==> src/rtl/hs_xfer_pkg.sv <==
package hs_xfer_pkg;
  typedef struct packed {
    logic ack;
    logic tip;
  } hs_lines_t;

  localparam hs_lines_t LINES_IDLE = '{ack: 1'b1, tip: 1'b1};
endpackage

==> src/rtl/hs_line_sampler.sv <==
module hs_line_sampler
  import hs_xfer_pkg::*;
(
  input  logic      clk,
  input  logic      rst,
  input  logic      ack_n,
  input  logic      tip_n,
  output hs_lines_t cur,
  output hs_lines_t prev
);
  always_ff @(posedge clk) begin
    if (rst) begin
      cur  <= LINES_IDLE;
      prev <= LINES_IDLE;
    end else begin
      cur  <= '{ack: ack_n, tip: tip_n};
      prev <= cur;
    end
  end
endmodule

==> src/rtl/hs_byte_ram.sv <==
module hs_byte_ram #(
  parameter int DEPTH = 16,
  parameter int W     = 8,
  localparam int AW   = (DEPTH > 1) ? $clog2(DEPTH) : 1
) (
  input  logic          clk,
  input  logic          we,
  input  logic [AW-1:0] waddr,
  input  logic [W-1:0]  wdata,
  input  logic          re,
  input  logic [AW-1:0] raddr,
  output logic [W-1:0]  rdata
);
  logic [W-1:0] mem [DEPTH];

  always_ff @(posedge clk) begin
    if (we) mem[waddr] <= wdata;
  end

  always_ff @(posedge clk) begin
    if (re) rdata <= mem[raddr];
  end
endmodule

==> src/rtl/hs_irq_delay.sv <==
module hs_irq_delay #(
  parameter int DW = 16
) (
  input  logic          clk,
  input  logic          rst,
  input  logic          req,
  input  logic          bypass,
  input  logic [DW-1:0] delay,
  output logic          irq
);
  logic [DW-1:0] cnt;

  always_ff @(posedge clk) begin
    if (rst) begin
      cnt <= '0;
      irq <= 1'b0;
    end else begin
      irq <= 1'b0;
      if (req) begin
        if (bypass || delay == '0) begin
          irq <= 1'b1;
          cnt <= '0;
        end else begin
          cnt <= delay;
        end
      end else if (cnt != '0) begin
        cnt <= cnt - 1'b1;
        if (cnt == DW'(1)) irq <= 1'b1;
      end
    end
  end
endmodule

==> src/rtl/hs_xfer_engine.sv <==
module hs_xfer_engine
  import hs_xfer_pkg::*;
#(
  parameter int DEPTH = 16,
  parameter int DW    = 16,
  localparam int AW   = (DEPTH > 1) ? $clog2(DEPTH) : 1,
  localparam int CW   = $clog2(DEPTH + 1)
) (
  input  logic          clk,
  input  logic          rst,
  input  logic          host_tip_n,
  input  logic          host_ack_n,
  output logic          dev_req_n,
  input  logic          dir_h2d,
  input  logic [7:0]    sr_in,
  output logic [7:0]    sr_out,
  input  logic          irq_bypass,
  input  logic [DW-1:0] irq_delay,
  output logic          sr_irq,
  input  logic          in_wr_en,
  input  logic [7:0]    in_wr_data,
  input  logic          in_commit,
  output logic          pkt_valid,
  output logic [CW-1:0] pkt_len,
  input  logic [AW-1:0] out_rd_addr,
  output logic [7:0]    out_rd_data
);
  hs_lines_t cur, prev;

  logic [CW-1:0] out_cnt;
  logic [CW-1:0] in_wptr;
  logic [CW-1:0] in_size;
  logic [CW-1:0] rd_idx;

  logic tip_on, pair_chg, in_left;
  logic cap, move_in, idle_ack, xfer_end, irq_req;

  hs_line_sampler u_smp (
    .clk  (clk),
    .rst  (rst),
    .ack_n(host_ack_n),
    .tip_n(host_tip_n),
    .cur  (cur),
    .prev (prev)
  );

  // event decode on sampled handshake
  always_comb begin
    tip_on   = ~cur.tip;
    pair_chg = (cur != prev);
    in_left  = (rd_idx < in_size);
    cap      = tip_on & dir_h2d & pair_chg & (out_cnt < CW'(DEPTH));
    move_in  = tip_on & ~dir_h2d & pair_chg & in_left & ~in_commit;
    idle_ack = ~tip_on & prev.tip & (cur.ack != prev.ack);
    xfer_end = ~tip_on & ~prev.tip;
    irq_req  = cap | move_in | idle_ack | xfer_end | in_commit;
  end

  // outbound capture and packet close
  always_ff @(posedge clk) begin
    if (rst) begin
      out_cnt   <= '0;
      pkt_valid <= 1'b0;
      pkt_len   <= '0;
    end else begin
      pkt_valid <= 1'b0;
      if (cap) begin
        out_cnt <= out_cnt + 1'b1;
      end else if (xfer_end && out_cnt != '0) begin
        pkt_valid <= 1'b1;
        pkt_len   <= out_cnt;
        out_cnt   <= '0;
      end
    end
  end

  // inbound packet build and read position
  always_ff @(posedge clk) begin
    if (rst) begin
      in_wptr <= '0;
      in_size <= '0;
      rd_idx  <= '0;
    end else begin
      if (in_commit) begin
        in_size <= in_wptr;
        in_wptr <= '0;
        rd_idx  <= '0;
      end else begin
        if (in_wr_en && in_wptr < CW'(DEPTH)) in_wptr <= in_wptr + 1'b1;
        if (move_in) rd_idx <= rd_idx + 1'b1;
      end
    end
  end

  // request line
  always_ff @(posedge clk) begin
    if (rst) begin
      dev_req_n <= 1'b1;
    end else if (move_in) begin
      if (rd_idx + 1'b1 >= in_size) dev_req_n <= 1'b1;
    end else if (idle_ack) begin
      dev_req_n <= cur.ack;
    end else if (~tip_on && in_left) begin
      dev_req_n <= 1'b0;
    end
  end

  hs_byte_ram #(.DEPTH(DEPTH), .W(8)) u_out_ram (
    .clk  (clk),
    .we   (cap),
    .waddr(out_cnt[AW-1:0]),
    .wdata(sr_in),
    .re   (1'b1),
    .raddr(out_rd_addr),
    .rdata(out_rd_data)
  );

  hs_byte_ram #(.DEPTH(DEPTH), .W(8)) u_in_ram (
    .clk  (clk),
    .we   (in_wr_en && !in_commit && in_wptr < CW'(DEPTH)),
    .waddr(in_wptr[AW-1:0]),
    .wdata(in_wr_data),
    .re   (move_in),
    .raddr(rd_idx[AW-1:0]),
    .rdata(sr_out)
  );

  hs_irq_delay #(.DW(DW)) u_dly (
    .clk   (clk),
    .rst   (rst),
    .req   (irq_req),
    .bypass(irq_bypass),
    .delay (irq_delay),
    .irq   (sr_irq)
  );
endmodule

==> config.mk <==
export PLATFORM = sky130hd
export DESIGN_NAME = hs_xfer_engine
export DESIGN_NICKNAME = d
export VERILOG_FILES = /design/src/rtl/hs_xfer_pkg.sv /design/src/rtl/hs_line_sampler.sv /design/src/rtl/hs_byte_ram.sv /design/src/rtl/hs_irq_delay.sv /design/src/rtl/hs_xfer_engine.sv
export SDC_FILE = /design/constraint.sdc
export NUM_CORES = 1
export LEC_CHECK = 0
export BUFFER_PORTS_ARGS = -buffer_cell sky130_fd_sc_hd__buf_4
export CORE_UTILIZATION = 40
export CTS_CLUSTER_SIZE = 16
export DETAILED_ROUTE_END_ITERATION = 7
export HOLD_SLACK_MARGIN = 0.12
export PLACE_DENSITY = 0.62
export SYNTH_ARGS = -nofsm -noshare
export SYNTH_HDL_FRONTEND = slang
export SYNTH_SLANG_ARGS = --single-unit
==> constraint.sdc <==
create_clock -name clk -period 3.7 [get_ports clk]
set_input_delay 0.555 -clock clk [delete_from_list [all_inputs] [get_ports clk]]
set_output_delay 0.555 -clock clk [all_outputs]
set_load 0.05 [all_outputs]
### After elaboration in Yosys (flattened, before gate mapping)

Memory sizes are Yosys's and may differ from the RTL's. A register that Yosys moved wholly into a read port is not among the register bits.
Cells that the tools add are included.

* output and inout bits: 24
* register bits after elaboration: 48
* bits of input ports: 44
* word-level logic and storage cells: 81
* memories kept: 2
* RAM bits: 256

Memory list
* u_in_ram.mem: depth 16, bits a word 8, read ports 1, clocked after memory_dff 1, write ports 1, line hs_byte_ram.sv:14 `logic [W-1:0] mem [DEPTH];`
* u_out_ram.mem: depth 16, bits a word 8, read ports 1, clocked after memory_dff 1, write ports 1, line hs_byte_ram.sv:14

* equality and inequality tests: 4
* bitwise gates (word level): 19
* add/sub/neg operators: 4
* multiplexer cells: 18
* magnitude comparators: 4
* reduce and logical (&&, ||, !) cells: 17

Operator list (count)
* two-way mux 16 bit: 3
* equality test 16 x 1 -> 1 bit, second input constant: 1
* logical NOT 16 bit: 1
* nonzero test 16 bit: 1
* subtractor 16 x 1 -> 16 bit, second input constant: 1
* adder 5 x 1 -> 5 bit, second input constant: 3
* two-way mux 1 bit: 13
* AND 1 bit: 10
* less-than comparator 5 bit, second input constant: 2
* two-way mux 5 bit: 2
* greater-or-equal comparator 5 bit: 1
* logical AND 1 bit: 5
* less-than comparator 5 bit: 1
* NOT 1 bit: 5
* nonzero test 5 bit: 1
* bitwise OR 1 bit: 4
* AND reduction 2 bit: 2
* nonzero test 2 bit: 2
* OR reduction 2 bit: 2
* nonzero test 3 bit: 1
* inequality test 2 x 1 -> 1 bit, second input constant: 1
* inequality test 2 bit: 1
* logical NOT 1 bit: 1
* logical OR 1 bit: 1
* inequality test 1 bit: 1

### Depth between registers and ports, before layout

* depth after elaboration: 10
* depth in mapped cells: 11
* gate-level depth less buffers: 8

### Modules after synthesis

Synthesis repeated with hierarchy kept, for this count alone.

* cell total of the unflattened synthesis: 749
* area, all modules: 13137.6 um2

Modules (own cells, without submodules)
* hs_byte_ram: cells each 229, times used 2, area an instance 5227.5 um2, sequential area each 4083.9 um2
* hs_xfer_engine: cells each 155, times used 1, area an instance 1466.4 um2, sequential area each 540.5 um2
* hs_irq_delay: cells each 128, times used 1, area an instance 1111.1 um2, sequential area each 340.3 um2
* hs_line_sampler: cells each 8, times used 1, area an instance 105.1 um2, sequential area each 80.1 um2

### Least setup slack after synthesis

No wires, ideal clock.

* path kind: register -> register
* start point: register rd_idx[0]
* end point: register u_dly.cnt[2]
* setup slack: 908 ps
* setup time: 133 ps
* data required time: 3567 ps
* arrival time: 2659 ps
* stages on the path, launching flop included: 12
* cells stage by stage: dfxtp_1 > clkbuf_1 > buf_1 > inv_1 > ha_1 > nor2b_1 > o2111ai_1 > nand3_1 > inv_1 > clkbuf_1 > a2111oi_0 > nor3_1

* longest elaborated chain between the ends: 8
* elaborated cells between the ends (all ways): 9
* classes of those cells: 1 x order compare; 1 x mux; 6 x bitwise; 1 x reduce/logical

RTL lines
* start: declaration: line hs_xfer_engine.sv:33 `logic [CW-1:0] rd_idx;`
* start signal: assignment: line hs_xfer_engine.sv:90 `if (move_in) rd_idx <= rd_idx + 1'b1;`
* less-than comparator 5 bit *: line hs_xfer_engine.sv:51 `in_left = (rd_idx < in_size);`
* AND 1 bit * (2 in a row): line hs_xfer_engine.sv:53 `move_in = tip_on & ~dir_h2d & pair_chg & in_left & ~in_commit;`
* net move_in: line hs_xfer_engine.sv:36 `logic cap, move_in, idle_ack, xfer_end, irq_req;`
* bitwise OR 1 bit * (4 in a row): line hs_xfer_engine.sv:56 `irq_req = cap | move_in | idle_ack | xfer_end | in_commit;`
* two-way mux 16 bit / nonzero test 2 bit (equally long branches)
* end signal: assignment: line hs_irq_delay.sv:24 `cnt <= delay;`
* end signal: assignment: line hs_irq_delay.sv:27 `cnt <= cnt - 1'b1;`
* end: declaration: line hs_irq_delay.sv:11 `logic [DW-1:0] cnt;`

Mark *: on every way through the listed nets, which the timed path passes. The rest lies on a longest branch.
A chain may end at the register's enable or synchronous reset.

### Worst setup path after layout

* start point: register, netlist name u_smp.cur[0]
* end point: register u_dly.cnt[13]

* longest elaborated chain between the ends: 10
* elaborated cells between the ends (all ways): 18
* classes of those cells: 1 x eq/ne; 1 x mux; 15 x bitwise; 1 x reduce/logical

RTL lines
* NOT 1 bit: line hs_xfer_engine.sv:49 `tip_on = ~cur.tip;`
* AND 1 bit (4 in a row): line hs_xfer_engine.sv:53
* bitwise OR 1 bit (2 in a row): line hs_xfer_engine.sv:56
* bitwise OR 1 bit * (2 in a row): line hs_xfer_engine.sv:56
* two-way mux 16 bit / nonzero test 2 bit (equally long branches)

Mark *: on every way between the ends. The rest lies on a longest branch, timed or not.

==> run summary <==
Max-Cap Viols: 0
Total Routing Usage GR: 0.164
Detailed Route WL: 25900 um
layout cell share with drive strength beyond 1: 0.273
placed instance area: 13800 um2
Avg Cell Area, Syn: 17.9 um2
Final Skew: 0.00973 ns
PD cells: 523 nW/um2
GP Congestion: 0.816
Ys Warns: 0
max_slew headroom: 0.440
Sink Count: 320
vias in the first global route: 6671
cell family with most CP delay: simple AND/OR/NAND/NOR gates
M3 GR Usage: 0.0270
CP Buf/Inv Count: 1
worst slew pin tran: 0.837 ns
Iteration-0 DRC Markers: 603
WS Path Type: flip-flop to flip-flop
CP Data Required Time: 4.15 ns
DIE AREA: 32700 um2
largest cells by area after synthesis: edfxtp_1 62%, mux4_2 14%, dfxtp_1 8.8%
Port-buffer cells: 67
synthesis-stage register bit count: 320
CTS max path bufs: 3
Residual DRC: 0
ANT cells: 0
LEAKAGE: 4.87 nW
Area Growth Syn to Fin: 16.6%
largest net degree at the start of global routing: 35
worst-path fanout max: 12
final-layout fill cell count: 2692
count of different cell masters after synthesis: 47
Final #Nets: 868
crit end category: flip-flop
Most Crowded Layer GR: met2
sequential share of the synthesized area: 0.707
cell mode on critical path: or4_1
H-tree depth: 2
DRT Pass-1 Iters: 5
crit path DAT: 2.98 ns
Async SR Flop Fraction: 0
fin. max-slew vios: 0
status: finished clean
commonest non-fill, non-tap cell in the layout: edfxtp_1
post-CTS sizing: 0
cells along the critical path: ha_1, a2111oi_2, buf_4, or4_1, or4_1, o2bb2ai_1
most frequent cells in the layout: 264 x edfxtp_1, 83 x buf_4, 80 x mux4_2, 55 x dfxtp_1, 48 x nor2_1
first-pass GRT wire length: 40500 um
die width: 181 um
Period minus WS final: 2.54 ns
post-synth top area share: 0.619
clock-pin slew on the worst setup and hold paths: 0.06 ns
clock root cell: clkbuf_16
# rows: 65
Peak VDD IR: 0.000330 V
Core Util, Final: 0.473
Syn Nets: 783
CTS buffer count: 36
Initial Util: 0.406
Crit-path slowest cell: or4_1
CTS tree: yes
Final Instance Count excl. Fillers: 1231
antenna violations before repair: 0
CP max stage delay: 0.67 ns
Vias/cell: 5.41
HP Class: input port to flip-flop
Layout Cell Area excl Fill: 14900 um2
placed insts: 1165
via count: 6664
DPL Wire Length: 16800 um
fmax: 0.394 GHz
ANT nets after route: 0
Synth area leader: edfxtp_1
Synth Cell Area: 12800 um2
EDFF count, synth: 264
setup TNS: 0 ns
nature of the critical path startpoint: flip-flop
Synth Flop Type: edfxtp_1
worst skew pair latency: 0.52 ns
Fin. Hold Viols: 0
cts-stage hold buffer count: 0
Setup-failing EPs final: 0
die height: 181 um
total gr overflow: 0
# Post-CTS Setup Buffers: 0
Ports: 68
Post-Syn Instances: 716
GRT met2 Usage: 0.251
met1 Resource Use GR: 0.242
Core Region: 31600 um2
fin crit share: 0.686
RSZ-0062 raised after global routing: false
Routed WL per cell: 21.0 um
## sequential cells by signal, indices dropped and copies added (netlist names), 5 cells and up
| register | flops |
|---|---|
| in_size | 5 |
| in_wptr | 5 |
| out_cnt | 5 |
| pkt_len | 5 |
| rd_idx | 5 |
| u_dly.cnt | 16 |
| u_in_ram.mem | 128 |
| u_in_ram.rdata | 8 |
| u_out_ram.mem | 128 |
| u_out_ram.rdata | 8 |
## report_power, final
group / total [mW] / switching (mW) / internal [mW] / leakage (nW)
registers: 3.97 / 0.0328 / 3.94 / 2.83
logic: 0.470 / 0.276 / 0.194 / 1.50
clock network: 3.37 / 1.42 / 1.94 / 0.543
total: 7.81 / 1.73 / 6.07 / 4.87
## logic make-up after synthesis
kind of cell,Yosys count,share of synthesized area
flip-flops,320,0.707
AND/OR/NAND/NOR,147,0.0579
multiplexers,92,0.150
AO/OA/AOI/OAI,59,0.0318
buffers and inverters,55,0.0164
adder cells (fa/ha/maj),23,0.0225
XOR/XNOR,20,0.0143
## through the flow
stage	worst slack [ns]	power [mW]	hold slack [ns]
after floorplan	0.908	4.34	0.460
after global placement	1.14	4.51	0.476
after detailed placement	1.09	4.51	0.481
after CTS	1.16	7.90	0.201
after global routing	0.992	8.08	0.209
final	1.16	7.81	0.221
## synthesized netlist by cell type, types with 8 or more instances
cell / number
nor3_1: 21
nand3_1: 8
a21oi_1: 17
mux2i_1: 11
mux4_2: 80
nor2_1: 48
buf_1: 9
dfxtp_1: 56
edfxtp_1: 264
o21ai_0: 9
nor4_1: 9
clkbuf_1: 24
ha_1: 23
inv_1: 19
nor2b_1: 9
xnor2_1: 12
or4_1: 8
nand2_1: 19
## path summary, 6_finish.rpt
kind	startpoint	endpoint	slack, ns	cells past startpoint
worst max-delay path	u_smp.cur[0]	u_dly.cnt[13]	1.16	6
worst min-delay path	host_tip_n	u_smp.cur[0]	0.22	2
worst max register to register	u_smp.cur[0]	u_dly.cnt[13]	1.16	6
worst min register to register	in_size[4]	in_size[4]	0.49	2
## area by class of cell
class	instances	area, um2	area share
Timing Repair Buffer	83	623	0.0418
Sequential cell	320	9050	0.607
Multi-Input combinational cell	341	3550	0.238
Clock inverter	15	148	0.00990
Clock buffer	51	977	0.0655
Inverter	19	71.3	0.00478
Tap cell	402	503	0.0337
## routing by layer
layer | vias to the layer above | wire (um)
met1 | 3396 | 12200
met5 | - | 0
li1 | 3042 | -
met2 | 193 | 12000
met4 | 0 | 452
met3 | 33 | 1210
Note: power is estimated with default switching activity, not from simulation.
